## config.mk

```make
export PLATFORM = sky130hd
export DESIGN_NAME = vloop_dual_pi
export DESIGN_NICKNAME = d
export VERILOG_FILES = /design/src/rtl/vloop_pkg.sv /design/src/rtl/vloop_err_sel.sv /design/src/rtl/vloop_scaled_mul.sv /design/src/rtl/vloop_pi_core.sv /design/src/rtl/vloop_out_reg.sv /design/src/rtl/vloop_dual_pi.sv
export SDC_FILE = /design/constraint.sdc
export NUM_CORES = 2
export LEC_CHECK = 0
export BUFFER_PORTS_ARGS = -buffer_cell sky130_fd_sc_hd__buf_2
export CAP_MARGIN = 30
export CELL_PAD_IN_SITES_DETAIL_PLACEMENT = 0
export CELL_PAD_IN_SITES_GLOBAL_PLACEMENT = 1
export CORE_MARGIN = 5
export CORE_UTILIZATION = 40
export CTS_CLUSTER_DIAMETER = 200
export CTS_CLUSTER_SIZE = 25
export DETAILED_ROUTE_END_ITERATION = 10
export PLACE_DENSITY_LB_ADDON = 0.1
export RECOVER_POWER = 25
export SLEW_MARGIN = 5
export SYNTH_ARGS = -nofsm -noshare
export SYNTH_HDL_FRONTEND = slang
export SYNTH_SLANG_ARGS = --single-unit
export TNS_END_PERCENT = 1
```

## constraint.sdc

```tcl
create_clock -name clk -period 39.1 [get_ports clk]
set_clock_uncertainty 0.2 [all_clocks]
set_input_delay 11.73 -clock clk [delete_from_list [all_inputs] [get_ports clk]]
set_output_delay 11.73 -clock clk [all_outputs]
set_load 0.005 [all_outputs]
```

## src/rtl/vloop_pkg.sv

```systemverilog
`timescale 1ns/1ps
package vloop_pkg;
  typedef enum logic {
    LOOP_QUIET   = 1'b0,
    LOOP_RECOVER = 1'b1
  } loop_mode_e;

  localparam int GAIN_SEL_P = 0;
  localparam int GAIN_SEL_I = 1;
  localparam int GAIN_COUNT = 2;
endpackage

```

## src/rtl/vloop_err_sel.sv

```systemverilog
`timescale 1ns/1ps
module vloop_err_sel
  import vloop_pkg::*;
#(
  parameter int DATA_W = 16,
  localparam int ERR_W = DATA_W + 1
) (
  input  logic                     clk,
  input  logic                     rst_n,
  input  logic                     upd,
  input  logic                     zc_mark,
  input  logic signed [DATA_W-1:0] smp_data,
  input  logic signed [DATA_W-1:0] vref,
  input  logic signed [DATA_W-1:0] thresh,
  output logic signed [ERR_W-1:0]  err,
  output loop_mode_e               mode
);
  logic signed [DATA_W-1:0] held_q;
  logic                     held_vld_q;
  logic signed [DATA_W-1:0] fb;
  logic signed [ERR_W-1:0]  e_live;
  logic signed [ERR_W-1:0]  e_hold;

  always_comb begin
    if (zc_mark || !held_vld_q) fb = smp_data;
    else                        fb = held_q;
    e_live = ERR_W'(vref) - ERR_W'(smp_data);
    e_hold = ERR_W'(vref) - ERR_W'(fb);
    mode   = (e_live >= ERR_W'(thresh)) ? LOOP_RECOVER : LOOP_QUIET;
    err    = (mode == LOOP_RECOVER) ? e_live : e_hold;
  end

  always_ff @(posedge clk) begin
    if (!rst_n) begin
      held_q     <= '0;
      held_vld_q <= 1'b0;
    end else if (upd && zc_mark) begin
      held_q     <= smp_data;
      held_vld_q <= 1'b1;
    end
  end


  zc_latch_chk: assert property (@(posedge clk) disable iff (!rst_n)
    (upd && zc_mark) |=> (held_vld_q && held_q == $past(smp_data)));

  held_keep_chk: assert property (@(posedge clk) disable iff (!rst_n)
    !$fell(held_vld_q));
endmodule

```

## src/rtl/vloop_scaled_mul.sv

```systemverilog
`timescale 1ns/1ps
module vloop_scaled_mul #(
  parameter int A_W  = 17,
  parameter int K_W  = 16,
  parameter int FRAC = 12,
  localparam int PW  = A_W + K_W
) (
  input  logic signed [A_W-1:0] a,
  input  logic signed [K_W-1:0] k,
  output logic signed [PW-1:0]  y
);
  localparam logic signed [PW-1:0] BIAS = PW'((64'sd1 <<< FRAC) - 64'sd1);
  logic signed [PW-1:0] prod;
  logic signed [PW-1:0] biased;

  always_comb begin
    prod   = PW'(a) * PW'(k);
    biased = prod[PW-1] ? (prod + BIAS) : prod;
    y      = biased >>> FRAC;
  end
endmodule

```

## src/rtl/vloop_pi_core.sv

```systemverilog
`timescale 1ns/1ps
module vloop_pi_core
  import vloop_pkg::*;
#(
  parameter int ERR_W  = 17,
  parameter int GAIN_W = 16,
  parameter int OUT_W  = 16,
  parameter int FRAC   = 12,
  localparam int PW    = ERR_W + GAIN_W,
  localparam int SW    = ((PW > OUT_W) ? PW : OUT_W) + 2
) (
  input  logic                     clk,
  input  logic                     rst_n,
  input  logic                     upd,
  input  logic signed [ERR_W-1:0]  err,
  input  loop_mode_e               mode,
  input  logic signed [GAIN_W-1:0] kp_slow,
  input  logic signed [GAIN_W-1:0] ki_slow,
  input  logic signed [GAIN_W-1:0] kp_fast,
  input  logic signed [GAIN_W-1:0] ki_fast,
  input  logic signed [OUT_W-1:0]  lo_lim,
  input  logic signed [OUT_W-1:0]  hi_lim,
  output logic signed [OUT_W-1:0]  u_o
);
  logic signed [GAIN_W-1:0] gsel   [GAIN_COUNT];
  logic signed [PW-1:0]     scaled [GAIN_COUNT];

  assign gsel[GAIN_SEL_P] = (mode == LOOP_RECOVER) ? kp_fast : kp_slow;
  assign gsel[GAIN_SEL_I] = (mode == LOOP_RECOVER) ? ki_fast : ki_slow;

  for (genvar g = 0; g < GAIN_COUNT; g++) begin : g_mul
    vloop_scaled_mul #(.A_W(ERR_W), .K_W(GAIN_W), .FRAC(FRAC)) mul_i (
      .a(err),
      .k(gsel[g]),
      .y(scaled[g])
    );
  end

  function automatic logic signed [OUT_W-1:0] clip(
    input logic signed [SW-1:0]    x,
    input logic signed [OUT_W-1:0] lo,
    input logic signed [OUT_W-1:0] hi
  );
    if (x > SW'(hi))      return hi;
    else if (x < SW'(lo)) return lo;
    else                  return OUT_W'(x);
  endfunction

  logic signed [OUT_W-1:0] acc_q;
  logic                    sat_hi_q, sat_lo_q;
  logic signed [SW-1:0]    p_term, i_term, acc_sum, u_raw;
  logic signed [OUT_W-1:0] acc_n;
  logic                    hold;

  always_comb begin
    p_term  = SW'(scaled[GAIN_SEL_P]);
    i_term  = SW'(scaled[GAIN_SEL_I]);
    acc_sum = SW'(acc_q) + i_term;
    hold    = (sat_hi_q && i_term > 0) || (sat_lo_q && i_term < 0);
    acc_n   = hold ? acc_q : clip(acc_sum, lo_lim, hi_lim);
    u_raw   = SW'(acc_n) + p_term;
    u_o     = clip(u_raw, lo_lim, hi_lim);
  end

  always_ff @(posedge clk) begin
    if (!rst_n) begin
      acc_q    <= '0;
      sat_hi_q <= 1'b0;
      sat_lo_q <= 1'b0;
    end else if (upd) begin
      acc_q    <= acc_n;
      sat_hi_q <= (u_raw >= SW'(hi_lim));
      sat_lo_q <= (u_raw <= SW'(lo_lim));
    end
  end


  acc_range_chk: assert property (@(posedge clk) disable iff (!rst_n)
    (upd && !hold && lo_lim <= hi_lim) |=>
      (acc_q >= $past(lo_lim) && acc_q <= $past(hi_lim)));

  windup_freeze_chk: assert property (@(posedge clk) disable iff (!rst_n)
    (upd && sat_hi_q && i_term > 0) |=> (acc_q == $past(acc_q)));
endmodule

```

## src/rtl/vloop_out_reg.sv

```systemverilog
`timescale 1ns/1ps
module vloop_out_reg #(
  parameter int OUT_W = 16
) (
  input  logic                    clk,
  input  logic                    rst_n,
  input  logic                    load,
  input  logic signed [OUT_W-1:0] din,
  output logic                    can_load,
  output logic                    out_valid,
  input  logic                    out_ready,
  output logic signed [OUT_W-1:0] out_data
);
  assign can_load = !out_valid || out_ready;

  always_ff @(posedge clk) begin
    if (!rst_n) begin
      out_valid <= 1'b0;
      out_data  <= '0;
    end else if (load) begin
      out_valid <= 1'b1;
      out_data  <= din;
    end else if (out_ready) begin
      out_valid <= 1'b0;
    end
  end


  out_hold_chk: assert property (@(posedge clk) disable iff (!rst_n)
    (out_valid && !out_ready) |=> (out_valid && $stable(out_data)));
endmodule

```

## src/rtl/vloop_dual_pi.sv

```systemverilog
`timescale 1ns/1ps
module vloop_dual_pi
  import vloop_pkg::*;
#(
  parameter int DATA_W    = 16,
  parameter int GAIN_W    = 16,
  parameter int OUT_W     = 16,
  parameter int FRAC_BITS = 12
) (
  input  logic                     clk,
  input  logic                     rst_n,
  input  logic                     smp_valid,
  output logic                     smp_ready,
  input  logic signed [DATA_W-1:0] smp_data,
  input  logic                     smp_zc,
  input  logic signed [DATA_W-1:0] vref,
  input  logic signed [DATA_W-1:0] err_thresh,
  input  logic signed [GAIN_W-1:0] kp_slow,
  input  logic signed [GAIN_W-1:0] ki_slow,
  input  logic signed [GAIN_W-1:0] kp_fast,
  input  logic signed [GAIN_W-1:0] ki_fast,
  input  logic signed [OUT_W-1:0]  out_min,
  input  logic signed [OUT_W-1:0]  out_max,
  output logic                     out_valid,
  input  logic                     out_ready,
  output logic signed [OUT_W-1:0]  out_data
);
  localparam int ERR_W = DATA_W + 1;

  logic                    upd;
  logic signed [ERR_W-1:0] err;
  loop_mode_e              mode;
  logic signed [OUT_W-1:0] u_next;

  assign upd = smp_valid && smp_ready;

  vloop_err_sel #(.DATA_W(DATA_W)) err_sel_i (
    .clk      (clk),
    .rst_n    (rst_n),
    .upd      (upd),
    .zc_mark  (smp_zc),
    .smp_data (smp_data),
    .vref     (vref),
    .thresh   (err_thresh),
    .err      (err),
    .mode     (mode)
  );

  vloop_pi_core #(
    .ERR_W(ERR_W), .GAIN_W(GAIN_W), .OUT_W(OUT_W), .FRAC(FRAC_BITS)
  ) core_i (
    .clk     (clk),
    .rst_n   (rst_n),
    .upd     (upd),
    .err     (err),
    .mode    (mode),
    .kp_slow (kp_slow),
    .ki_slow (ki_slow),
    .kp_fast (kp_fast),
    .ki_fast (ki_fast),
    .lo_lim  (out_min),
    .hi_lim  (out_max),
    .u_o     (u_next)
  );

  vloop_out_reg #(.OUT_W(OUT_W)) oreg_i (
    .clk       (clk),
    .rst_n     (rst_n),
    .load      (upd),
    .din       (u_next),
    .can_load  (smp_ready),
    .out_valid (out_valid),
    .out_ready (out_ready),
    .out_data  (out_data)
  );


  one_result_chk: assert property (@(posedge clk) disable iff (!rst_n)
    upd |=> out_valid);

  out_limit_chk: assert property (@(posedge clk) disable iff (!rst_n)
    (upd && out_min <= out_max) |=>
      (out_data >= $past(out_min) && out_data <= $past(out_max)));
endmodule

```

==> results.py <==
metrics = {
    "clock_network": {
        "cts_hold_buf": 0,
        "cts_resized": 0,
        "cts.clk_slew.worst_paths_ps": 80,
        "post-cts-setup-buffers": 0,
        "clkSinkCount": 52,
        "clk_latency_ps": 320,
        "cts-root-buf": "clkbuf_16",
        "htreeDepth": 2,
        "ctsLongestPathBuffers": 2,
        "cts_tree": "done",
        "cts_inserted_buffers": 5,
    },
    "route": {
        "drc": 0,
        "via_count": 26391,
        "drtIter0Drc": 1577,
        "first_pass_iters": 5,
        "wirelength_um": 105000,
        "wl_per_cell_um": 21.14,
        "viasPerCell": 5.313,
        "antenna_left": 0,
    },
    "critical_path": {
        "slowest_delay_ps": 930,
        "critical-path-slowest-cell": "fa_1",
        "path_max_fanout": 56,
        "worstPathRequired_ps": 39100,
        "crit_path_end_kind": "register",
        "path_class": "input port to register",
        "crit_top_cell": "a21oi_1",
        "critPathTopFamily": "compound AO/OA/AOI/OAI gates",
        "crit_arrival_ps": 34220,
        "worstSetupStartpointType": "input port",
        "path_buf_inv": 5,
    },
    "timing": {
        "rsz0062_at_grt": "no",
        "period_needed_ps": 34210,
        "worst_slew_pin_slew_ps": 1007,
        "slew_headroom_pct": 30.96,
        "period_share_pct": 87.51,
        "finalSetupViolCount": 0,
        "tns_ps": 0,
        "whs_ps": 255.4,
        "fmax_ghz": 0.02923,
        "slew_violations": 0,
        "hold_viol_final": 0,
    },
    "synthesis": {
        "synth_top_cell_by_area": "fa_1",
        "synthSimpleGateAreaFrac_pct": 16.81,
        "ys_async_sr_fraction_pct": 0,
        "synth_top_family_by_area": "adder cells",
        "syn_nets": 4876,
        "yosysSeqAreaShare_pct": 3.318,
        "synth_compound_area_share_pct": 12.88,
        "synth_seq_cells": 52,
        "postSynthCellCount": 3823,
        "synth_top_area_share_pct": 35.54,
        "synth-edff-count": 0,
        "synthAdderAreaFrac_pct": 49.38,
        "yosysMostFrequentCell": "inv_1",
        "muxShareOfSynthArea_pct": 3.933,
        "netlist_area_um2": 31370,
        "synthTopCellsByArea": "fa_1 (36%), ha_1 (14%), inv_1 (8.3%), nand2_1 (5.8%), nor2_1 (4.5%)",
        "synth_ff_type": "dfxtp_1",
        "ys.warnings.count": 0,
        "syn_area_per_cell_um2": 8.206,
        "synthDistinctLibCells": 84,
        "synth_xor_xnor_area_share_pct": 3.657,
        "synthTopCellsByCount": "inv_1 (695), fa_1 (557), nand2_1 (488), nor2_1 (373), ha_1 (347)",
    },
    "layout": {
        "fin_nets": 4976,
        "fin_util_pct": 43.35,
        "drive_above_1_share_pct": 7.849,
        "final_cell_count_no_fill": 4967,
        "syn_to_final_growth_pct": 7.235,
    },
    "global_route": {
        "grt_max_degree": 57,
        "antenna_found_initial": 1,
        "grt_overflow": 0,
        "track_usage_pct": 24.76,
        "first_global_vias": 26856,
        "grt_pass1_wl_um": 163200,
    },
    "placement": {
        "placed_cells": 4955,
        "place_congestion": 0.9434,
        "numPortBuffers": 166,
        "hpwl_um": 86920,
    },
    "die": {
        "die_area_um2": 84130,
        "io_pins": 167,
        "start_util_pct": 40.43,
        "die_w_um": 290.1,
        "row_count": 102,
        "die_h_um": 290.1,
        "core-area_um2": 77590,
    },
    "job": {
        "cap_violations": 0,
    },
    "hold_path": {
        "hp-class": "register to register",
    },
    "status": {
        "status": "finished clean",
    },
}
[per-layer routing]
layer | part of all wire, % | up-vias | GRT usage, %
li1 | - | 12512 | -
met1 | 45 | 13132 | 35.19
met2 | 47 | 653 | 40.78
met3 | 5.6 | 94 | 3.587
met4 | 2.4 | 0 | 4.580
met5 | 0 | - | 0
[metrics by stage]
| stage | setup WS, ps | area [um2] |
|---|---|---|
| finish | 4885 | 33640 |
| global route | 2986 | 33640 |
| CTS | 4819 | 33620 |
| detailed placement | 4557 | 33470 |
| global placement | 4793 | 33450 |
| floorplan | 6993 | 31370 |
[placed cells by master, fill, tap and decap left out, drive strengths merged, types with 45 or more instances in the layout]
cell type / instances
nor2: 374
buf: 208
ha: 347
a21o: 63
o21ai: 117
a211oi: 45
dfxtp: 52
inv: 695
xnor2: 102
nand2: 488
and2: 45
nor3: 49
fa: 557
mux2i: 73
a21oi: 159
[cell type report]
type                            count  area (um2)
Timing Repair Buffer              223        1264
Antenna cell                        3       7.507
Tap cell                         1040        1301
Clock buffer                        6       138.9
Clock inverter                      2       15.01
Inverter                          697        2616
Sequential cell                    52        1041
Multi-Input combinational cell   2944       27260
Fill cell                        8128       43950
[cells by family (layout without fill, tap and decap cells)]
group,Yosys count,in the layout
AND/OR/NAND/NOR,1188,1188
XOR/XNOR,131,131
adder cells (fa/ha/maj),904,904
AO/OA/AOI/OAI,609,609
buffers and inverters,827,928
flip-flops,52,52
other,0,3
multiplexers,112,112
[flip-flops by register name (all words and copies together) (netlist names)]
| name | cells |
|---|---|
| oreg_i.out_valid | 1 |
| err_sel_i.held_vld_q | 1 |
| oreg_i.out_data | 16 |
| err_sel_i.held_q | 16 |
| core_i.acc_q | 16 |
| core_i.sat_lo_q | 1 |
| core_i.sat_hi_q | 1 |
[final timing paths]
path                            slack [ps]  cells after the start                 start              endpoint
worst min register to register         260                      2  err_sel_i.held_q[14]  err_sel_i.held_q[14]
worst min-delay path                   260                      2  err_sel_i.held_q[14]  err_sel_i.held_q[14]
worst max-delay path                  4890                     91           smp_data[1]   oreg_i.out_data[11]
worst max register to register       17900                     87  err_sel_i.held_vld_q   oreg_i.out_data[11]
[worst min-delay path: stages, from the launching register on]
cell and delay, ps:
dfxtp_1 310, nand2_1 50, a21oi_1 50
Power is not shown: default switching activity piles up to over one toggle a cycle in this logic, so the estimate is an artifact.
